<file path="config.mk">
export PLATFORM = sky130hd
export DESIGN_NAME = hreq_dual_queue
export DESIGN_NICKNAME = d
export VERILOG_FILES = /design/src/rtl/hreq_pkg.sv /design/src/rtl/hreq_queue.sv /design/src/rtl/hreq_side_view.sv /design/src/rtl/hreq_dual_queue.sv
export SDC_FILE = /design/constraint.sdc
export NUM_CORES = 1
export LEC_CHECK = 0
export BUFFER_PORTS_ARGS = -buffer_cell sky130_fd_sc_hd__buf_2
export CORE_ASPECT_RATIO = 1.1
export CORE_MARGIN = 10
export CORE_UTILIZATION = 30
export DETAILED_ROUTE_END_ITERATION = 8
export GPL_TIMING_DRIVEN = 1
export HOLD_SLACK_MARGIN = 0.08
export PLACE_DENSITY_LB_ADDON = 0.05
export SLEW_MARGIN = 5
export SYNTH_ARGS = -nofsm -noshare
export SYNTH_HDL_FRONTEND = slang
export SYNTH_SLANG_ARGS = --single-unit
</file>
<file path="constraint.sdc">
create_clock -name clk -period 2.7 [get_ports clk]
set_input_delay 0.405 -clock clk [delete_from_list [all_inputs] [get_ports clk]]
set_output_delay 0.405 -clock clk [all_outputs]
set_load 0.03 [all_outputs]
</file>
<file path="src/rtl/hreq_pkg.sv">
package hreq_pkg;
    localparam int CHAN_W = 4;
    localparam int KIND_W = 2;

    typedef struct packed {
        logic              is_in;
        logic [CHAN_W-1:0] chan;
        logic [KIND_W-1:0] kind;
    } hreq_entry_t;

    localparam int ENTRY_W = $bits(hreq_entry_t);

    typedef enum logic [1:0] {
        Q_EMPTY,
        Q_PARTIAL,
        Q_FULL
    } qstate_e;
endpackage

</file>
<file path="src/rtl/hreq_queue.sv">
module hreq_queue
    import hreq_pkg::*;
#(
    parameter int DEPTH = 8,
    localparam int CNT_W = $clog2(DEPTH + 1),
    localparam int PTR_W = (DEPTH > 1) ? $clog2(DEPTH) : 1
) (
    input  logic             clk,
    input  logic             rst_n,
    input  logic             push_i,
    input  hreq_entry_t      push_entry_i,
    input  logic             pop_i,
    output logic             head_valid_o,
    output hreq_entry_t      head_o,
    output logic [CNT_W-1:0] free_o,
    output logic             overflow_o
);
    localparam logic [CNT_W-1:0] CNT_DEPTH = CNT_W'(DEPTH);
    localparam logic [PTR_W-1:0] PTR_LAST  = PTR_W'(DEPTH - 1);

    qstate_e          state_q, state_d;
    logic [CNT_W-1:0] used_q, used_d;
    logic [PTR_W-1:0] wr_ptr_q, rd_ptr_q;
    logic             push_ok, pop_ok, refuse;
    hreq_entry_t      slots [DEPTH];

    // Acceptance decided by the current state
    always_comb begin
        push_ok = 1'b0;
        pop_ok  = 1'b0;
        refuse  = 1'b0;
        unique case (state_q)
            Q_EMPTY: begin
                push_ok = push_i;
            end
            Q_PARTIAL: begin
                push_ok = push_i;
                pop_ok  = pop_i;
            end
            Q_FULL: begin
                pop_ok = pop_i;
                refuse = push_i;
            end
            default: begin
                push_ok = 1'b0;
            end
        endcase
    end

    // Next occupancy and next state
    always_comb begin
        used_d = used_q;
        if (push_ok && !pop_ok) used_d = used_q + CNT_W'(1);
        else if (!push_ok && pop_ok) used_d = used_q - CNT_W'(1);
        if (used_d == '0)             state_d = Q_EMPTY;
        else if (used_d == CNT_DEPTH) state_d = Q_FULL;
        else                          state_d = Q_PARTIAL;
    end

    // State register
    always_ff @(posedge clk) begin
        if (!rst_n) begin
            state_q    <= Q_EMPTY;
            used_q     <= '0;
            wr_ptr_q   <= '0;
            rd_ptr_q   <= '0;
            overflow_o <= 1'b0;
        end else begin
            state_q <= state_d;
            used_q  <= used_d;
            if (push_ok) wr_ptr_q <= (wr_ptr_q == PTR_LAST) ? '0 : wr_ptr_q + PTR_W'(1);
            if (pop_ok)  rd_ptr_q <= (rd_ptr_q == PTR_LAST) ? '0 : rd_ptr_q + PTR_W'(1);
            if (refuse)  overflow_o <= 1'b1;
        end
    end

    always_ff @(posedge clk) begin
        if (push_ok) slots[wr_ptr_q] <= push_entry_i;
    end

    // Outputs
    always_comb begin
        head_valid_o = (state_q != Q_EMPTY);
        head_o       = head_valid_o ? slots[rd_ptr_q] : '0;
        free_o       = CNT_DEPTH - used_q;
    end

    assert_free_range_R2: assert property (@(posedge clk) disable iff (!rst_n)
        free_o <= CNT_DEPTH);

    assert_push_takes_slot_R4: assert property (@(posedge clk) disable iff (!rst_n)
        (push_i && !pop_i && free_o != '0) |=> (free_o == $past(free_o) - CNT_W'(1)));

    assert_full_refuses_R6: assert property (@(posedge clk) disable iff (!rst_n)
        (push_i && !pop_i && free_o == '0) |=> (free_o == '0 && overflow_o));

    assert_overflow_sticky_R6: assert property (@(posedge clk) disable iff (!rst_n)
        overflow_o |=> overflow_o);

    assert_empty_pop_ignored_R7: assert property (@(posedge clk) disable iff (!rst_n)
        (!head_valid_o && pop_i && !push_i) |=> (free_o == CNT_DEPTH && !head_valid_o));

    assert_swap_keeps_count_R8: assert property (@(posedge clk) disable iff (!rst_n)
        (push_i && pop_i && head_valid_o && free_o != '0) |=> $stable(free_o));
endmodule

</file>
<file path="src/rtl/hreq_side_view.sv">
module hreq_side_view
    import hreq_pkg::*;
#(
    parameter int CNT_W   = 4,
    parameter int SPACE_W = 16
) (
    input  logic               head_valid_i,
    input  hreq_entry_t        head_i,
    input  logic [CNT_W-1:0]   free_i,
    input  logic               overflow_i,
    input  logic [SPACE_W-1:0] txspace_i,
    output logic               head_valid_o,
    output logic               head_in_o,
    output logic [CHAN_W-1:0]  head_chan_o,
    output logic [KIND_W-1:0]  head_kind_o,
    output logic [CNT_W-1:0]   free_o,
    output logic               overflow_o,
    output logic [SPACE_W-1:0] txspace_o
);
    always_comb begin
        head_valid_o = head_valid_i;
        head_in_o    = head_i.is_in;
        head_chan_o  = head_i.chan;
        head_kind_o  = head_i.kind;
        free_o       = free_i;
        overflow_o   = overflow_i;
        txspace_o    = txspace_i;
    end
endmodule

</file>
<file path="src/rtl/hreq_dual_queue.sv">
module hreq_dual_queue
    import hreq_pkg::*;
#(
    parameter int DEPTH   = 8,
    parameter int SPACE_W = 16,
    localparam int CNT_W  = $clog2(DEPTH + 1)
) (
    input  logic               clk,
    input  logic               rst_n,
    input  logic               per_push,
    input  logic               per_push_in,
    input  logic [CHAN_W-1:0]  per_push_chan,
    input  logic [KIND_W-1:0]  per_push_kind,
    input  logic               per_pop,
    output logic               per_head_valid,
    output logic               per_head_in,
    output logic [CHAN_W-1:0]  per_head_chan,
    output logic [KIND_W-1:0]  per_head_kind,
    output logic [CNT_W-1:0]   per_free,
    output logic               per_overflow,
    input  logic [SPACE_W-1:0] per_txspace_in,
    output logic [SPACE_W-1:0] per_txspace,
    input  logic               np_push,
    input  logic               np_push_in,
    input  logic [CHAN_W-1:0]  np_push_chan,
    input  logic [KIND_W-1:0]  np_push_kind,
    input  logic               np_pop,
    output logic               np_head_valid,
    output logic               np_head_in,
    output logic [CHAN_W-1:0]  np_head_chan,
    output logic [KIND_W-1:0]  np_head_kind,
    output logic [CNT_W-1:0]   np_free,
    output logic               np_overflow,
    input  logic [SPACE_W-1:0] np_txspace_in,
    output logic [SPACE_W-1:0] np_txspace
);
    localparam int SIDES = 2;

    logic               s_push  [SIDES];
    logic               s_pop   [SIDES];
    hreq_entry_t        s_entry [SIDES];
    logic [SPACE_W-1:0] s_space [SIDES];
    logic               q_hv    [SIDES];
    hreq_entry_t        q_head  [SIDES];
    logic [CNT_W-1:0]   q_free  [SIDES];
    logic               q_ovf   [SIDES];

    always_comb begin
        s_push[0]  = per_push;
        s_pop[0]   = per_pop;
        s_entry[0] = '{is_in: per_push_in, chan: per_push_chan, kind: per_push_kind};
        s_space[0] = per_txspace_in;
        s_push[1]  = np_push;
        s_pop[1]   = np_pop;
        s_entry[1] = '{is_in: np_push_in, chan: np_push_chan, kind: np_push_kind};
        s_space[1] = np_txspace_in;
    end

    for (genvar s = 0; s < SIDES; s++) begin : g_side
        hreq_queue #(.DEPTH(DEPTH)) u_queue (
            .clk          (clk),
            .rst_n        (rst_n),
            .push_i       (s_push[s]),
            .push_entry_i (s_entry[s]),
            .pop_i        (s_pop[s]),
            .head_valid_o (q_hv[s]),
            .head_o       (q_head[s]),
            .free_o       (q_free[s]),
            .overflow_o   (q_ovf[s])
        );
    end

    hreq_side_view #(.CNT_W(CNT_W), .SPACE_W(SPACE_W)) u_per_view (
        .head_valid_i (q_hv[0]),
        .head_i       (q_head[0]),
        .free_i       (q_free[0]),
        .overflow_i   (q_ovf[0]),
        .txspace_i    (s_space[0]),
        .head_valid_o (per_head_valid),
        .head_in_o    (per_head_in),
        .head_chan_o  (per_head_chan),
        .head_kind_o  (per_head_kind),
        .free_o       (per_free),
        .overflow_o   (per_overflow),
        .txspace_o    (per_txspace)
    );

    hreq_side_view #(.CNT_W(CNT_W), .SPACE_W(SPACE_W)) u_np_view (
        .head_valid_i (q_hv[1]),
        .head_i       (q_head[1]),
        .free_i       (q_free[1]),
        .overflow_i   (q_ovf[1]),
        .txspace_i    (s_space[1]),
        .head_valid_o (np_head_valid),
        .head_in_o    (np_head_in),
        .head_chan_o  (np_head_chan),
        .head_kind_o  (np_head_kind),
        .free_o       (np_free),
        .overflow_o   (np_overflow),
        .txspace_o    (np_txspace)
    );

    assert_reset_empty_R1: assert property (@(posedge clk)
        !rst_n |=> (per_free == CNT_W'(DEPTH) && np_free == CNT_W'(DEPTH)
                    && !per_overflow && !np_overflow));

    assert_sides_apart_R5: assert property (@(posedge clk) disable iff (!rst_n)
        (per_push && !np_push && !np_pop) |=> $stable(np_free));
endmodule

</file>
==> metrics.csv, run 1 <==
metric,value,unit
status,"finished, final reports clean",
ys_dominant_reg_cell,edfxtp_1,
grt_pass1_vias,3534,
synth_cell_types,37,
antenna_found_initial,0,
final_layout_size_suffix_gt1_frac,0.290,
io_buffers,45,
core-area,20500,um2
leakage,2.52,nW
grt-ovfl-total,0,
place_hpwl,9.23,mm
clock_sinks,144,
path_clk_slew,70,ps
path_cells,"buf_4, mux4_2, mux2i_1, nor2_1, buf_2",
end_kind,primary output,
worstMarginPinSlew,541,ps
num_io_pins,110,
slew_headroom,0.639,
cp_top_family,multiplexers,
total_power,0.00715,W
final.fill_count,2005,
htreeDepth,4,
row_count,55,
finalSetupTns,0,ps
fin_worst_skew,10.0,ps
wl_per_cell,17.8,um
required,2300,ps
ant_nets,0,
cellPowerDensity,993,nW/um2
crit_fanout,14,
area_growth,15.4,%
clk_latency,420,ps
nets,519,
vias,3323,
yosys_warnings,0,
slew_viol_final,0,
gp_congestion,0.693,
die_width,158,um
grt_max_degree,17,
cts_resized,0,
viasPerCell,4.63,
finalWirelength,12.8,mm
drt_iter0_markers,126,
cts_setup_buffers,0,
avgSynthCellArea,15.1,um2
period_needed,2410,ps
fin_crit_sh,0.891,
antenna_cells,0,
synth_edf_count,112,
multiInputGateArea,1830,um2
arrival,2000,ps
initial_core_util,0.304,
hold_viol_final,0,
fmax,0.416,GHz
async_flop_share,0,
synth_cells,414,
slowest_delay,570,ps
die_y,171,um
hold_path_class,input port to flip-flop,
grt_pass1_wl,20.6,mm
slowest_stage,mux4_2,
ys_seq_elements,144,
hold_buffers,0,
cts_made_buffers,17,
cts-root-buf,clkbuf_16,
ys_seq_area_frac,0.641,
syn_nets,484,
post-route-drc-count,0,
max-clock-path-buffers,2,
worst-setup-path-type,flip-flop to primary output,
cts_tree,done,
crit_buf_inv,2,
cap_violations,0,
rsz0062_at_grt,no,
syn_area,6240,um2
seqCellArea,4000,um2
startpoint_type,flip-flop,
ir_worst_vdd,0.000399,V
dr.pass1.iters,4,
setup_violations,0,
grt_usage,0.102,
dieArea,27000,um2
-- state kept, by name, indices dropped and copies added, names as in the netlist, named ones only --
register / flops
g_side.u_queue.slots: 112
g_side.u_queue.used_q: 8
g_side.u_queue.rd_ptr_q: 6
g_side.u_queue.wr_ptr_q: 6
g_side.u_queue.state_q: 4
g_side.u_queue.overflow_o: 2
-- worst register-to-register path, stage by stage (launching register included) --
cell	delay, ps
dfxtp_1	310
inv_1	70
ha_1	460
o21a_1	440
nand2_1	190
nor3_1	190
buf_4	200
-- cells in the mapped netlist, types with 3 or more instances --
library cell | instances | area, um2
and3_1 | 6 | 37.5
mux4_2 | 28 | 631
o21ai_0 | 4 | 20.0
nor2_1 | 37 | 139
inv_1 | 10 | 37.5
a21oi_1 | 14 | 70.1
buf_2 | 5 | 25.0
nand2_1 | 28 | 105
mux2i_1 | 15 | 150
buf_4 | 35 | 263
ha_1 | 18 | 225
nand2b_1 | 5 | 31.3
nand3_1 | 4 | 20.0
clkbuf_1 | 3 | 11.3
xnor2_1 | 6 | 52.6
o21a_1 | 4 | 30.0
dfxtp_1 | 32 | 641
edfxtp_1 | 112 | 3360
nor3_1 | 14 | 70.1
buf_6 | 5 | 56.3
-- worst paths after layout --
check	startpoint	slack (ps)	end	cells past startpoint
max	flip-flop	290	per_head_kind[1]	5
min	per_push_chan[2]	260	g_side[0].u_queue.slots[6][4]	1
min reg2reg	g_side[1].u_queue.overflow_o	470	g_side[1].u_queue.overflow_o	2
max reg2reg	g_side[1].u_queue.state_q[0]	550	g_side[1].u_queue.slots[1][1]	6
-- cell usage in the layout (no fill, tap or decap), types with 2 or more instances in the layout --
cell and instances:
dfxtp_1 32, a21boi_0 2, inv_1 10, o21ai_4 2, nand2_1 28, bufinv_16 2
ha_1 18, inv_6 4, clkinv_4 2, o21ai_0 4, o21a_1 4, nor2_1 37
and2_0 2, a211oi_2 2, xor2_1 2, xnor2_1 6, inv_8 5, a211oi_1 2
nand4_1 2, clkbuf_16 17, and3_1 6, mux2i_1 15, nand3b_1 2, nand3_1 4
a311oi_1 2, nor3_1 14, a211o_1 2, nand2b_1 5, mux4_2 28, edfxtp_1 112
a221oi_2 2, buf_4 21, a21oi_1 14, buf_2 45
-- kinds of logic (layout without fill, tap and decap cells) --
kind of cell,count (synthesis),after routing,synth area share
flip-flops,144,144,0.641
buffers and inverters,61,109,0.0647
multiplexers,44,44,0.129
AND/OR/NAND/NOR,103,103,0.0742
adder cells (fa/ha/maj),18,18,0.0361
AO/OA/AOI/OAI,36,36,0.0437
XOR/XNOR,8,8,0.0112
-- per-layer routing --
layer  global-route usage  vias up  share of wire  routed length, um
met5                    0        -              0                  0
met4               0.0378        0          0.012                151
met3               0.0360       13          0.041                528
met2                0.162       69           0.50               6340
met1                0.125     1654           0.45               5750
li1                     -     1587              -                  -
-- report_power, final --
part	switching [W]	internal (W)	leakage, nW
Combinational	0.00128	0.000726	0.945
Sequential	0.000132	0.00259	1.28
Clock	0.000998	0.00141	0.301
-- through the flow --
| step | cells | setup WS (ps) | instance area (um2) | utilization | hold WS, ps |
|---|---|---|---|---|---|
| after floorplan | 414 | 781 | 6240 | - | 450 |
| after global placement | 686 | 551 | 6580 | 0.321 | 451 |
| after detailed placement | 686 | 498 | 6580 | 0.321 | 458 |
| after CTS | 718 | 207 | 7200 | 0.351 | 249 |
| after global routing | 718 | 134 | 7200 | 0.351 | 262 |
| final | 718 | 295 | 7200 | 0.351 | 265 |
-- layout make-up --
cell class / instances / share of cell area
inverters: 11 / 0.00573
flip-flops and latches: 144 / 0.556
clock buffers: 17 / 0.0591
well taps: 256 / 0.0445
clock inverters: 15 / 0.0268
multi-input cells: 209 / 0.255
repair buffers: 66 / 0.0532
Power figures use the tool's default switching activity.
==> inputs of run 2 (changes only) <==
--- a/config.mk
+++ b/config.mk
@@ -16,4 +16,5 @@
 export SLEW_MARGIN = 5
 export SYNTH_ARGS = -nofsm -noshare
 export SYNTH_HDL_FRONTEND = slang
+export SYNTH_HIERARCHICAL = 1
 export SYNTH_SLANG_ARGS = --single-unit
==> run 2 against run 1 <==
Synthesized area rose by 3.0%. Flip-flop and latch count unchanged. Final area rose by 0.69%. Total power grew 0.93%. Count of clock-buffer cells in the layout is 1 higher. Wire length grew 0.27%. Global-route usage fell by 0.42 points. Largest cell class unchanged.
==> metrics.csv, run 2 <==
metric,value,unit,change
grt_pass1_vias,3530,,-0.11%
grt_max_degree,17,,unchanged
ant_nets,0,,unchanged
total_power,0.00721,W,+0.93%
final.fill_count,2063,,+2.9%
finalWirelength,12.8,mm,+0.27%
hold_viol_final,0,,unchanged
post-route-drc-count,0,,unchanged
grt-ovfl-total,0,,unchanged
cts_resized,0,,unchanged
area_growth,12.8,%,
worst-setup-path-type,flip-flop to primary output,,
layout_commonest_cell,edfxtp_1,,
antenna_cells,0,,unchanged
antenna_found_initial,0,,unchanged
clock_sinks,144,,unchanged
htreeDepth,4,,unchanged
synth_edf_count,112,,unchanged
ir_worst_vdd,0.000398,V,-0.13%
num_io_pins,110,,unchanged
fmax,0.412,GHz,-0.80%
multiInputGateArea,1850,um2,+0.61%
dp_cells,714,,+4.1%
slowest_delay,570,ps,about the same
required,2300,ps,about the same
yosys_warnings,6,,+6
cts-root-buf,clkbuf_16,,
synth_cells,436,,+5.3%
cp_top_family,multiplexers,,
path_clk_slew,60,ps,about the same
status,"finished, final reports clean",,
grt_pass1_wl,20.8,mm,+1.0%
grt_usage,0.0977,,-0.00418
finalSetupTns,0,ps,unchanged
fin_ws,275,ps,-19.3 ps
slew_viol_final,0,,unchanged
hold-path-cell-count,1,,unchanged
yosysTopAreaCellShare,0.523,,-0.0156
startpoint_type,flip-flop,,
seqCellArea,4000,um2,unchanged
drt_iter0_markers,123,,-2.4%
avgSynthCellArea,14.7,um2,-2.2%
place_ws,387,ps,-111 ps
cts_made_buffers,17,,unchanged
ys_dominant_reg_cell,edfxtp_1,,
cap_violations,0,,unchanged
cts_setup_buffers,0,,unchanged
leakage,2.49,nW,-1.2%
path_cells,"buf_4, mux4_2, mux2i_1, nor2_1, buf_2",,
regMostFlops,g_side.u_queue/slots,,
synth_top_cell_by_area,edfxtp_1,,
vias,3274,,-1.5%
hold_path_class,input port to flip-flop,,
max-clock-path-buffers,2,,unchanged
crit_cells,5,,unchanged
ff2ff_path_depth,7,,+1
top_regs,"g_side.u_queue/slots: 112 flops, g_side.u_queue/used_q: 8 flops",,
worstMarginPinSlew,801,ps,+260 ps
largest_register_ffs,112,,unchanged
gp_congestion,0.740,,+6.7%
crit_buf_inv,2,,unchanged
dieArea,27700,um2,+2.6%
ys_top_cells_by_area,"edfxtp_1 (52%), dfxtp_1 (10%), mux4_2 (9.8%)",,
yosysMostFrequentCell,edfxtp_1,,
die_y,174,um,+1.3%
async_flop_share,0,,unchanged
viasPerCell,4.39,,-5.2%
core-area,21200,um2,+3.5%
wl_per_cell,17.2,um,-3.5%
initial_core_util,0.303,,-0.00159
row_count,56,,+1.8%
setup_violations,0,,unchanged
final_layout_size_suffix_gt1_frac,0.289,,-0.000570
fin_crit_sh,0.898,,+0.00716
hold_buffers,0,,unchanged
nets,513,,-1.2%
synth_cell_types,44,,+19%
syn_nets,506,,+4.5%
rsz0062_at_grt,no,,
worst_hold_slack,257,ps,-7.84 ps
synth_common_cells,"edfxtp_1 (112), buf_4 (61), nor2_1 (34)",,
slew_headroom,0.462,,-0.177
mostFrequentLayoutCells,"edfxtp_1 (112), buf_2 (45), nor2_1 (34), dfxtp_1 (32), mux4_2 (28)",,
place_hpwl,9.07,mm,-1.8%
end_kind,primary output,,
slowest_stage,mux4_2,,
instances_no_fill,746,,+3.9%
ys_seq_area_frac,0.623,,-0.0186
crit_fanout,14,,unchanged
period_needed,2420,ps,+19.3 ps
arrival,2020,ps,+20 ps
syn_area,6430,um2,+3.0%
io_buffers,45,,unchanged
die_width,160,um,+1.3%
ys_seq_elements,144,,unchanged
cellPowerDensity,995,nW/um2,+0.23%
clk_latency,410,ps,about the same
dr.pass1.iters,6,,+2
cts_tree,done,,
fin_worst_skew,7.64,ps,-2.36 ps
-- run 2: cell type report --
class                   count  area share
repair buffers             63      0.0514
multi-input cells         205       0.255
flip-flops and latches    144       0.552
well taps                 290      0.0500
clock inverters            14      0.0264
inverters                  12     0.00621
clock buffers              18      0.0592
-- run 2: per-layer routing --
metal | vias up | global-route usage | wire (um)
met1 | 1620 | 0.117 | 5600
met5 | - | 0 | 0
met3 | 10 | 0.0342 | 594
met4 | 0 | 0.0313 | 131
li1 | 1566 | - | -
met2 | 78 | 0.160 | 6490
-- run 2: cell families after synthesis --
family	share of synthesized area
mux	0.128
compound gates	0.0370
fa+ha+maj	0.0381
flops	0.623
xor+xnor	0.0123
simple gates	0.0703
buf+inv	0.0911
-- run 2: worst paths after layout --
kind                                    to  slack [ps]                         start
max reg2reg   g_side[0].u_queue/state_q[0]         450  g_side[0].u_queue/state_q[0]
min reg2reg   g_side[0].u_queue/overflow_o         470  g_side[0].u_queue/overflow_o
max                       per_head_chan[2]         280                     flip-flop
min          g_side[1].u_queue/slots[0][5]         260               np_push_chan[3]
-- run 2: metrics by stage --
stage | instance area (um2) | util
2_1_floorplan | 6430 | -
3_3_place_gp | 6630 | 0.312
3_5_place_dp | 6630 | 0.312
4_1_cts | 7250 | 0.342
5_1_grt | 7250 | 0.342
6_report | 7250 | 0.342
-- run 2: where the power goes --
part | total [W] | switching (W) | internal, W
sequential | 0.00273 | 0.000133 | 0.00259
combinational | 0.00205 | 0.00127 | 0.000780
clock | 0.00244 | 0.000893 | 0.00154
